`src/rtl/uart_baud_pkg.sv`:
```
package uart_baud_pkg;

    // Default configuration of the tick generator
    localparam int unsigned DEF_PRESCALE = 13;
    localparam int unsigned DEF_SEL_W    = 3;
    localparam int unsigned DEF_OVS      = 8;

    // Named rate selections (nominal baud, 8 MHz system clock)
    typedef enum logic [DEF_SEL_W-1:0] {
        RATE_300   = 3'd0,
        RATE_600   = 3'd1,
        RATE_1200  = 3'd2,
        RATE_2400  = 3'd3,
        RATE_4800  = 3'd4,
        RATE_9600  = 3'd5,
        RATE_19200 = 3'd6,
        RATE_38400 = 3'd7
    } rate_sel_e;

    localparam rate_sel_e RATE_AFTER_RESET = RATE_38400;

    // Low-bit run length of the tap mask for a given select value
    function automatic int unsigned tap_run(input int unsigned nsel, input int unsigned k);
        return nsel - 1 - k;
    endfunction

endpackage

```
`src/rtl/baud_prescaler.sv`:
```
module baud_prescaler #(
    parameter int unsigned PRESCALE = uart_baud_pkg::DEF_PRESCALE
) (
    input  logic clk_i,
    input  logic rst_i,
    output logic wrap_o
);
    localparam int unsigned PRE_W = (PRESCALE > 1) ? $clog2(PRESCALE) : 1;
    localparam logic [PRE_W-1:0] LAST = PRE_W'(PRESCALE - 1);

    logic [PRE_W-1:0] cnt_q;
    logic             half_q;
    logic             at_last;

    assign at_last = (cnt_q == LAST);

    always_ff @(posedge clk_i) begin
        if (rst_i) begin
            cnt_q  <= '0;
            half_q <= 1'b0;
        end else if (at_last) begin
            cnt_q  <= '0;
            half_q <= ~half_q;
        end else begin
            cnt_q  <= cnt_q + 1'b1;
        end
    end

    // Base strobe: end of the second prescale pass
    assign wrap_o = at_last && half_q;

    p_cnt_range_r7: assert property (@(posedge clk_i) disable iff (rst_i)
        cnt_q <= LAST);

    p_half_steps_r7: assert property (@(posedge clk_i) disable iff (rst_i)
        !$past(at_last) |-> $stable(half_q));

endmodule

```
`src/rtl/baud_tap_divider.sv`:
```
module baud_tap_divider #(
    parameter int unsigned SEL_W = uart_baud_pkg::DEF_SEL_W
) (
    input  logic             clk_i,
    input  logic             rst_i,
    input  logic             wrap_i,
    input  logic [SEL_W-1:0] sel_i,
    output logic             tick_o
);
    localparam int unsigned NSEL  = 1 << SEL_W;
    localparam int unsigned TAP_W = (NSEL > 2) ? NSEL - 1 : 1;

    logic [TAP_W-1:0] dcnt_q;
    logic [SEL_W-1:0] active_q;
    logic [NSEL-1:0]  tap_hit;

    always_ff @(posedge clk_i) begin
        if (rst_i) begin
            dcnt_q   <= '0;
            active_q <= '1;
        end else if (wrap_i) begin
            dcnt_q   <= dcnt_q + 1'b1;
            active_q <= sel_i;
        end
    end

    // One tap per select value: divide ratio 2^(NSEL-1-k)
    for (genvar k = 0; k < NSEL; k++) begin : g_tap
        localparam int unsigned RUN = uart_baud_pkg::tap_run(NSEL, k);
        localparam logic [TAP_W-1:0] MASK = TAP_W'((64'd1 << RUN) - 64'd1);
        assign tap_hit[k] = ((dcnt_q & MASK) == MASK);
    end

    assign tick_o = wrap_i && tap_hit[active_q];

    p_sel_held_r6: assert property (@(posedge clk_i) disable iff (rst_i)
        !$past(wrap_i) |-> $stable(active_q));

    p_tick_single_r4: assert property (@(posedge clk_i) disable iff (rst_i)
        tick_o |=> !tick_o);

    p_count_on_wrap_r3: assert property (@(posedge clk_i) disable iff (rst_i)
        !$past(wrap_i) |-> $stable(dcnt_q));

endmodule

```
`src/rtl/baud_bit_divider.sv`:
```
module baud_bit_divider #(
    parameter int unsigned OVS = uart_baud_pkg::DEF_OVS
) (
    input  logic clk_i,
    input  logic rst_i,
    input  logic tick_x8_i,
    output logic tick_x1_o
);
    localparam int unsigned BW = (OVS > 1) ? $clog2(OVS) : 1;
    localparam logic [BW-1:0] LAST = BW'(OVS - 1);

    logic [BW-1:0] bcnt_q;

    always_ff @(posedge clk_i) begin
        if (rst_i) begin
            bcnt_q <= '0;
        end else if (tick_x8_i) begin
            bcnt_q <= (bcnt_q == LAST) ? '0 : bcnt_q + 1'b1;
        end
    end

    assign tick_x1_o = tick_x8_i && (bcnt_q == LAST);

    p_bcnt_hold_r5: assert property (@(posedge clk_i) disable iff (rst_i)
        !$past(tick_x8_i) |-> $stable(bcnt_q));

    p_x1_single_r5: assert property (@(posedge clk_i) disable iff (rst_i)
        tick_x1_o |=> !tick_x1_o);

endmodule

```
`src/rtl/uart_baud_gen.sv`:
```
module uart_baud_gen #(
    parameter int unsigned PRESCALE = uart_baud_pkg::DEF_PRESCALE,
    parameter int unsigned SEL_W    = uart_baud_pkg::DEF_SEL_W,
    parameter int unsigned OVS      = uart_baud_pkg::DEF_OVS
) (
    input  logic             clk_i,
    input  logic             rst_i,
    input  logic [SEL_W-1:0] rate_sel_i,
    output logic             tick_x8_o,
    output logic             tick_x1_o
);
    logic base_wrap;

    baud_prescaler #(.PRESCALE(PRESCALE)) i_pre (
        .clk_i  (clk_i),
        .rst_i  (rst_i),
        .wrap_o (base_wrap)
    );

    baud_tap_divider #(.SEL_W(SEL_W)) i_tap (
        .clk_i  (clk_i),
        .rst_i  (rst_i),
        .wrap_i (base_wrap),
        .sel_i  (rate_sel_i),
        .tick_o (tick_x8_o)
    );

    baud_bit_divider #(.OVS(OVS)) i_bit (
        .clk_i     (clk_i),
        .rst_i     (rst_i),
        .tick_x8_i (tick_x8_o),
        .tick_x1_o (tick_x1_o)
    );

    p_x8_on_wrap_r7: assert property (@(posedge clk_i) disable iff (rst_i)
        tick_x8_o |-> base_wrap);

    p_x1_with_x8_r5: assert property (@(posedge clk_i) disable iff (rst_i)
        tick_x1_o |-> tick_x8_o);

    p_quiet_in_reset_r1: assert property (@(posedge clk_i)
        rst_i |=> (!tick_x8_o && !tick_x1_o) || !rst_i);

endmodule

```
`config.mk`:
```
export PLATFORM = sky130hd
export DESIGN_NAME = uart_baud_gen
export DESIGN_NICKNAME = d
export VERILOG_FILES = /design/src/rtl/uart_baud_pkg.sv /design/src/rtl/baud_prescaler.sv /design/src/rtl/baud_tap_divider.sv /design/src/rtl/baud_bit_divider.sv /design/src/rtl/uart_baud_gen.sv
export SDC_FILE = /design/constraint.sdc
export NUM_CORES = 1
export LEC_CHECK = 0
export ABC_CLOCK_PERIOD_IN_PS = 2650
export BUFFER_PORTS_ARGS = -buffer_cell sky130_fd_sc_hd__clkbuf_2
export CAP_MARGIN = 0
export CELL_PAD_IN_SITES_DETAIL_PLACEMENT = 1
export CELL_PAD_IN_SITES_GLOBAL_PLACEMENT = 1
export CORE_MARGIN = 10
export CORE_UTILIZATION = 44
export DETAILED_ROUTE_END_ITERATION = 7
export GPL_ROUTABILITY_DRIVEN = 0
export PLACE_DENSITY_LB_ADDON = 0.1
export REMOVE_ABC_BUFFERS = 1
export SETUP_SLACK_MARGIN = 0.2
export SYNTH_ARGS = -nofsm -noshare
export SYNTH_HDL_FRONTEND = slang
export SYNTH_SLANG_ARGS = --single-unit
```
`constraint.sdc`:
```
create_clock -name clk_i -period 2.65 [get_ports clk_i]
set_input_delay 0.53 -clock clk_i [delete_from_list [all_inputs] [get_ports clk_i]]
set_output_delay 0.53 -clock clk_i [all_outputs]
set_load 0.03 [all_outputs]
```
After elaboration in Yosys (flattened, before gate mapping). Index checks and enable logic that the tools add are counted.

Add/subtract/negate cells: 3. Order comparisons: 1. Equality and inequality tests: 8. Mux-type cells: 3. Bitwise operators: 1. Reduce and logical (&&, ||, !) cells: 4.

Operator list (number): $eq A4 B4 Y1 const B (2); $add A7 B1 Y7 const B (1); $eq A7 B7 Y1 const B (1); $eq A3 B3 Y1 const B (2); $eq A6 B6 Y1 const B (1); $eq A5 B5 Y1 const B (1); $add A4 B1 Y4 const B (1); $lt A3 B4 Y1 const B (1); $add A3 B1 Y3 const B (1); $bmux W1 S3 (1); $logic_and A1 B1 Y1 (3); $mux W3 (1); $eq A2 B2 Y1 const B (1); $reduce_or A2 Y1 (1); $mux W1 (1); $not A1 Y1 (1).

Bits in registers: 18. Word-level logic and storage cells: 25.

Longest topological paths before layout.
Depth in word-level cells: 5. Depth in mapped cells: 7.

Modules after synthesis. From an unflattened synthesis, not the netlist that was laid out.

Cell total of the unflattened synthesis: 90. Area total of the unflattened synthesis: 878.3 um^2.

By module, submodules not included: baud_tap_divider (instances 1, cells each 53, area an instance 516.7 um^2, seq. area each 200.2 um^2); baud_prescaler (instances 1, cells each 23, area an instance 214.0 um^2, seq. area each 100.1 um^2); baud_bit_divider (instances 1, cells each 14, area an instance 147.6 um^2, seq. area each 60.1 um^2).

Least setup slack after synthesis. OpenSTA, ideal clock, no wires.

Path kind: flip-flop to output port. Start point: register i_tap.dcnt_q[0]. End point: output tick_x1_o. Arrival time: 1746 ps. Setup slack: 374 ps. Cell stages (with the launch flop): 7. Path buffers: 0. Cells stage by stage: dfxtp_1 ha_1 and3_4 ha_1 a31o_2 o221a_2 and2_2.

Cells in the longest elaborated chain, start to end: 5. Elaborated cells between the ends (all ways): 10.

Ends and longest elaborated chain: start: declaration (RTL line baud_tap_divider.sv:13) `logic [TAP_W-1:0] dcnt_q;`; start signal: assignment (RTL line baud_tap_divider.sv:22) `dcnt_q <= dcnt_q + 1'b1;`; $eq A7 B7 Y1, or another cell as far along (RTL line baud_tap_divider.sv:31) `assign tap_hit[k] = ((dcnt_q & MASK) == MASK);`; $bmux W1 S3 (*) (RTL line baud_tap_divider.sv:34) `assign tick_o = wrap_i && tap_hit[active_q];`; $mux W1 (not written as such) (*) (RTL line baud_tap_divider.sv:34); $logic_and A1 B1 Y1 (*) (RTL line baud_tap_divider.sv:34); via tick_x8_o (RTL line uart_baud_gen.sv:9) `output logic tick_x8_o,`; $logic_and A1 B1 Y1 (*) (RTL line baud_bit_divider.sv:22) `assign tick_x1_o = tick_x8_i && (bcnt_q == LAST);`; end: declaration (RTL line uart_baud_gen.sv:10) `output logic tick_x1_o`.

Mark *: on every way through the listed nets, which the timed path passes. The rest lies on a longest branch. The select of a mux whose other input is x is not followed.

Worst setup path in the final report.
Start point: register i_tap.dcnt_q[0]. End point: output tick_x8_o.

Cells in the longest elaborated chain, start to end: 4. Elaborated cells between the ends (all ways): 9.

Ends and longest elaborated chain (RTL line): $eq A7 B7 Y1, or another cell as far along (baud_tap_divider.sv:31); $bmux W1 S3 (*) (baud_tap_divider.sv:34); $mux W1 (not written as such) (*) (baud_tap_divider.sv:34); $logic_and A1 B1 Y1 (*) (baud_tap_divider.sv:34); end: declaration (uart_baud_gen.sv:9).

Mark *: on every way between the ends. The rest lies on a longest branch, timed or not. The select of a mux whose other input is x is not followed.

==> impl_metrics.env <==
export IMPL_synth_seq_cells=18
export IMPL_reg2reg_slack_ps=850
export IMPL_synth_warnings=0
export IMPL_setup_viol=0
export IMPL_die_x_um=65.1
export IMPL_mappedNetlistArea_um2=896
export IMPL_cts_sinks=18
export IMPL_cp_max_fo=3
export IMPL_worstHoldEndpoint="i_tap.active_q[0]"
export IMPL_grt_use_total_pct=9.51
export IMPL_avgViaCountPerCell=5.27
export IMPL_relSlewSlack_pct=74.3
export IMPL_synth_ff_type="dfxtp_1"
export IMPL_fmax_mhz=421
export IMPL_power_density_mw_per_mm2=445
export IMPL_final_common_cell="dfxtp_1"
export IMPL_rows=16
export IMPL_p_leak_uw=0.000462
export IMPL_grt_max_degree=22
export IMPL_clk_pin_slew_ps=110
export IMPL_synth_cell_types=33
export IMPL_hold_violations=0
export IMPL_tritoncts="done"
export IMPL_avgSynthCellArea_um2=9.43
export IMPL_drc=0
export IMPL_cap_violations=0
export IMPL_r2r_cells=7
export IMPL_detail_route_antenna_nets=0
export IMPL_wire_per_inst_um=13.3
export IMPL_via_count=711
export IMPL_min_path_type="input port to flop"
export IMPL_p_total_uw=479
export IMPL_tightest_slew_ps=385
export IMPL_dp_slack_ps=269
export IMPL_htree_levels=1
export IMPL_firstDrtPassIters=3
export IMPL_synth_edf_count=0
export IMPL_path_cells="ha_4 -> and3_4 -> ha_2 -> a31o_2 -> o221a_4 -> buf_4 -> buf_6"
export IMPL_fin_crit_sh_pct=89.6
export IMPL_status="finished clean"
export IMPL_rsz0062_at_grt="no"
export IMPL_worst_r2r_endpoint="i_bit.bcnt_q[0]"
export IMPL_slowest_delay_ps=350
export IMPL_start_kind="flop"
export IMPL_area_growth_synth_to_final_pct=20.3
export IMPL_grt_pass1_wl_um=3260
export IMPL_routed_wl_um=1790
export IMPL_required_ps=2120
export IMPL_drt_initial_drc_count=13
export IMPL_drv_slew=0
export IMPL_num_antenna_cells=0
export IMPL_worst_setup_path_end_kind="output pin"
export IMPL_ios=7
export IMPL_ys_seq_area_share_pct=40.2
export IMPL_gr_total_overflow=0
export IMPL_critPathArrivalTime_ps=1850
export IMPL_nets=121
export IMPL_postSynth_asyncResetShare_pct=0
export IMPL_io_buffer_count=6
export IMPL_slowest_stage="dfxtp_2"
export IMPL_clockBufferDepth=2
export IMPL_synth_cells=95
export IMPL_ir_drop_v=0.000283
export IMPL_antenna_found_initial=0
export IMPL_start_util_pct=46.1
export IMPL_final_cell_mix="dfxtp_1, nand2_1, nor2_1"
export IMPL_dieArea_mm2=0.00424
export IMPL_fp_coreArea_mm2=0.00194
export IMPL_whs_path_depth=2
export IMPL_fin_skew_ps=6.95
export IMPL_root_buffer="clkbuf_4"
export IMPL_cts_buffers_inserted=3
export IMPL_path_class="flop to output pin"
export IMPL_hold_buffers=0
export IMPL_grt_pass1_vias=729
export IMPL_drive_above_1_share_pct=27.8
export IMPL_clk_latency_ps=310
export IMPL_hp_start="rate_sel_i[0]"
export IMPL_final_setup_worst_slack_ps=275
export IMPL_regToRegStartpoint="i_tap.dcnt_q[0]"
export IMPL_fp_dieH_um=65.1
export IMPL_period_minus_slack_ps=2380
export IMPL_finalSetupTns_ps=0
export IMPL_detailed_place_hpwl_um=1300
state kept, by name, summed over array words and instances (netlist names):
register and flops:
i_tap.active_q 3, i_pre.half_q 1, i_pre.cnt_q 4, i_bit.bcnt_q 3, i_tap.dcnt_q 7
synthesized netlist by cell type (2+ instances only):
master / n / share of area, %
dfxtp_1: 18 / 40
a21oi_1: 4 / 2.2
ha_1: 7 / 9.8
xnor2_1: 2 / 2.0
nand3b_1: 3 / 2.5
a31oi_1: 3 / 2.1
inv_1: 5 / 2.1
nand4_1: 2 / 1.4
nor2_1: 7 / 2.9
nor3_1: 3 / 1.7
nand2b_1: 4 / 2.8
mux2i_1: 3 / 3.4
xor2_1: 3 / 2.9
nand2_1: 12 / 5.0
metrics by stage:
step / util, % / instance area [um^2] / std cells / hold slack (ps)
floorplan: - / 880 / 92 / 443
global route: 55.5 / 1080 / 135 / 414
detailed placement: 48.6 / 943 / 125 / 480
finish: 55.5 / 1080 / 135 / 419
global placement: 48.6 / 943 / 125 / 461
CTS: 53.9 / 1050 / 133 / 424
worst max-delay path, delay by kind of cell (launching register included):
kind,cells,cell delay [ps]
buffers and inverters,2,270
adder cells (fa/ha/maj),2,320
AO/OA/AOI/OAI,2,430
flip-flops,1,350
AND/OR/NAND/NOR,1,180
cell type report:
class,instances,area (um^2)
Tap cell,27,33.8
Multi-Input combinational cell,69,534
Clock buffer,4,36.3
Sequential cell,18,363
Inverter,5,18.8
Fill cell,228,865
Timing Repair Buffer,12,91.3
repair_timing:
item                       in CTS  in global routing
pin swaps                       1                  2
setup endpoints to repair       2                  2
hold endpoints to repair        0                  0
cloned                          0                  0
gates resized for setup         9                  7
buffers inserted                4                  2
cell families (layout without fill, tap and decap cells):
| group | count (synthesis) | count (layout) | share of synthesized area [%] |
|---|---|---|---|
| buffers and inverters | 8 | 21 | 3.91 |
| AOI/OAI and AO/OA | 14 | 14 | 11.0 |
| xor gates and xnor gates | 5 | 5 | 4.89 |
| muxes | 4 | 4 | 5.03 |
| and+or+nand+nor | 39 | 39 | 25.1 |
| DFF | 18 | 18 | 40.2 |
| adders and majority gates | 7 | 7 | 9.78 |
worst max-delay path by stage:
stage	startpoint	end	slack (ps)	cells after the start
finish	i_tap.dcnt_q[0]	tick_x8_o	270	7
global route	i_tap.dcnt_q[1]	tick_x8_o	200	7
CTS	i_tap.dcnt_q[0]	tick_x1_o	200	7
detailed placement	i_tap.dcnt_q[0]	tick_x1_o	270	7
global placement	i_tap.dcnt_q[0]	tick_x1_o	320	7
floorplan	i_tap.dcnt_q[0]	tick_x1_o	370	6
where the power goes:
| group | internal, uW | total (uW) | switching (uW) | leakage, uW |
|---|---|---|---|---|
| clock network | 84.0 | 176 | 92.4 | 0.0000210 |
| registers | 274 | 279 | 5.24 | 0.000147 |
| logic | 11.1 | 23.6 | 12.5 | 0.000294 |
| total | 369 | 479 | 110 | 0.000462 |
per-layer routing:
metal | vias up | routed length [um] | global-route usage, %
met5 | - | 0 | 0
met4 | 0 | 15 | 1.60
met3 | 2 | 115 | 5.42
met2 | 9 | 856 | 15.8
met1 | 339 | 801 | 10.5
li1 | 361 | - | -
Note: power is estimated with default switching activity, not from simulation.
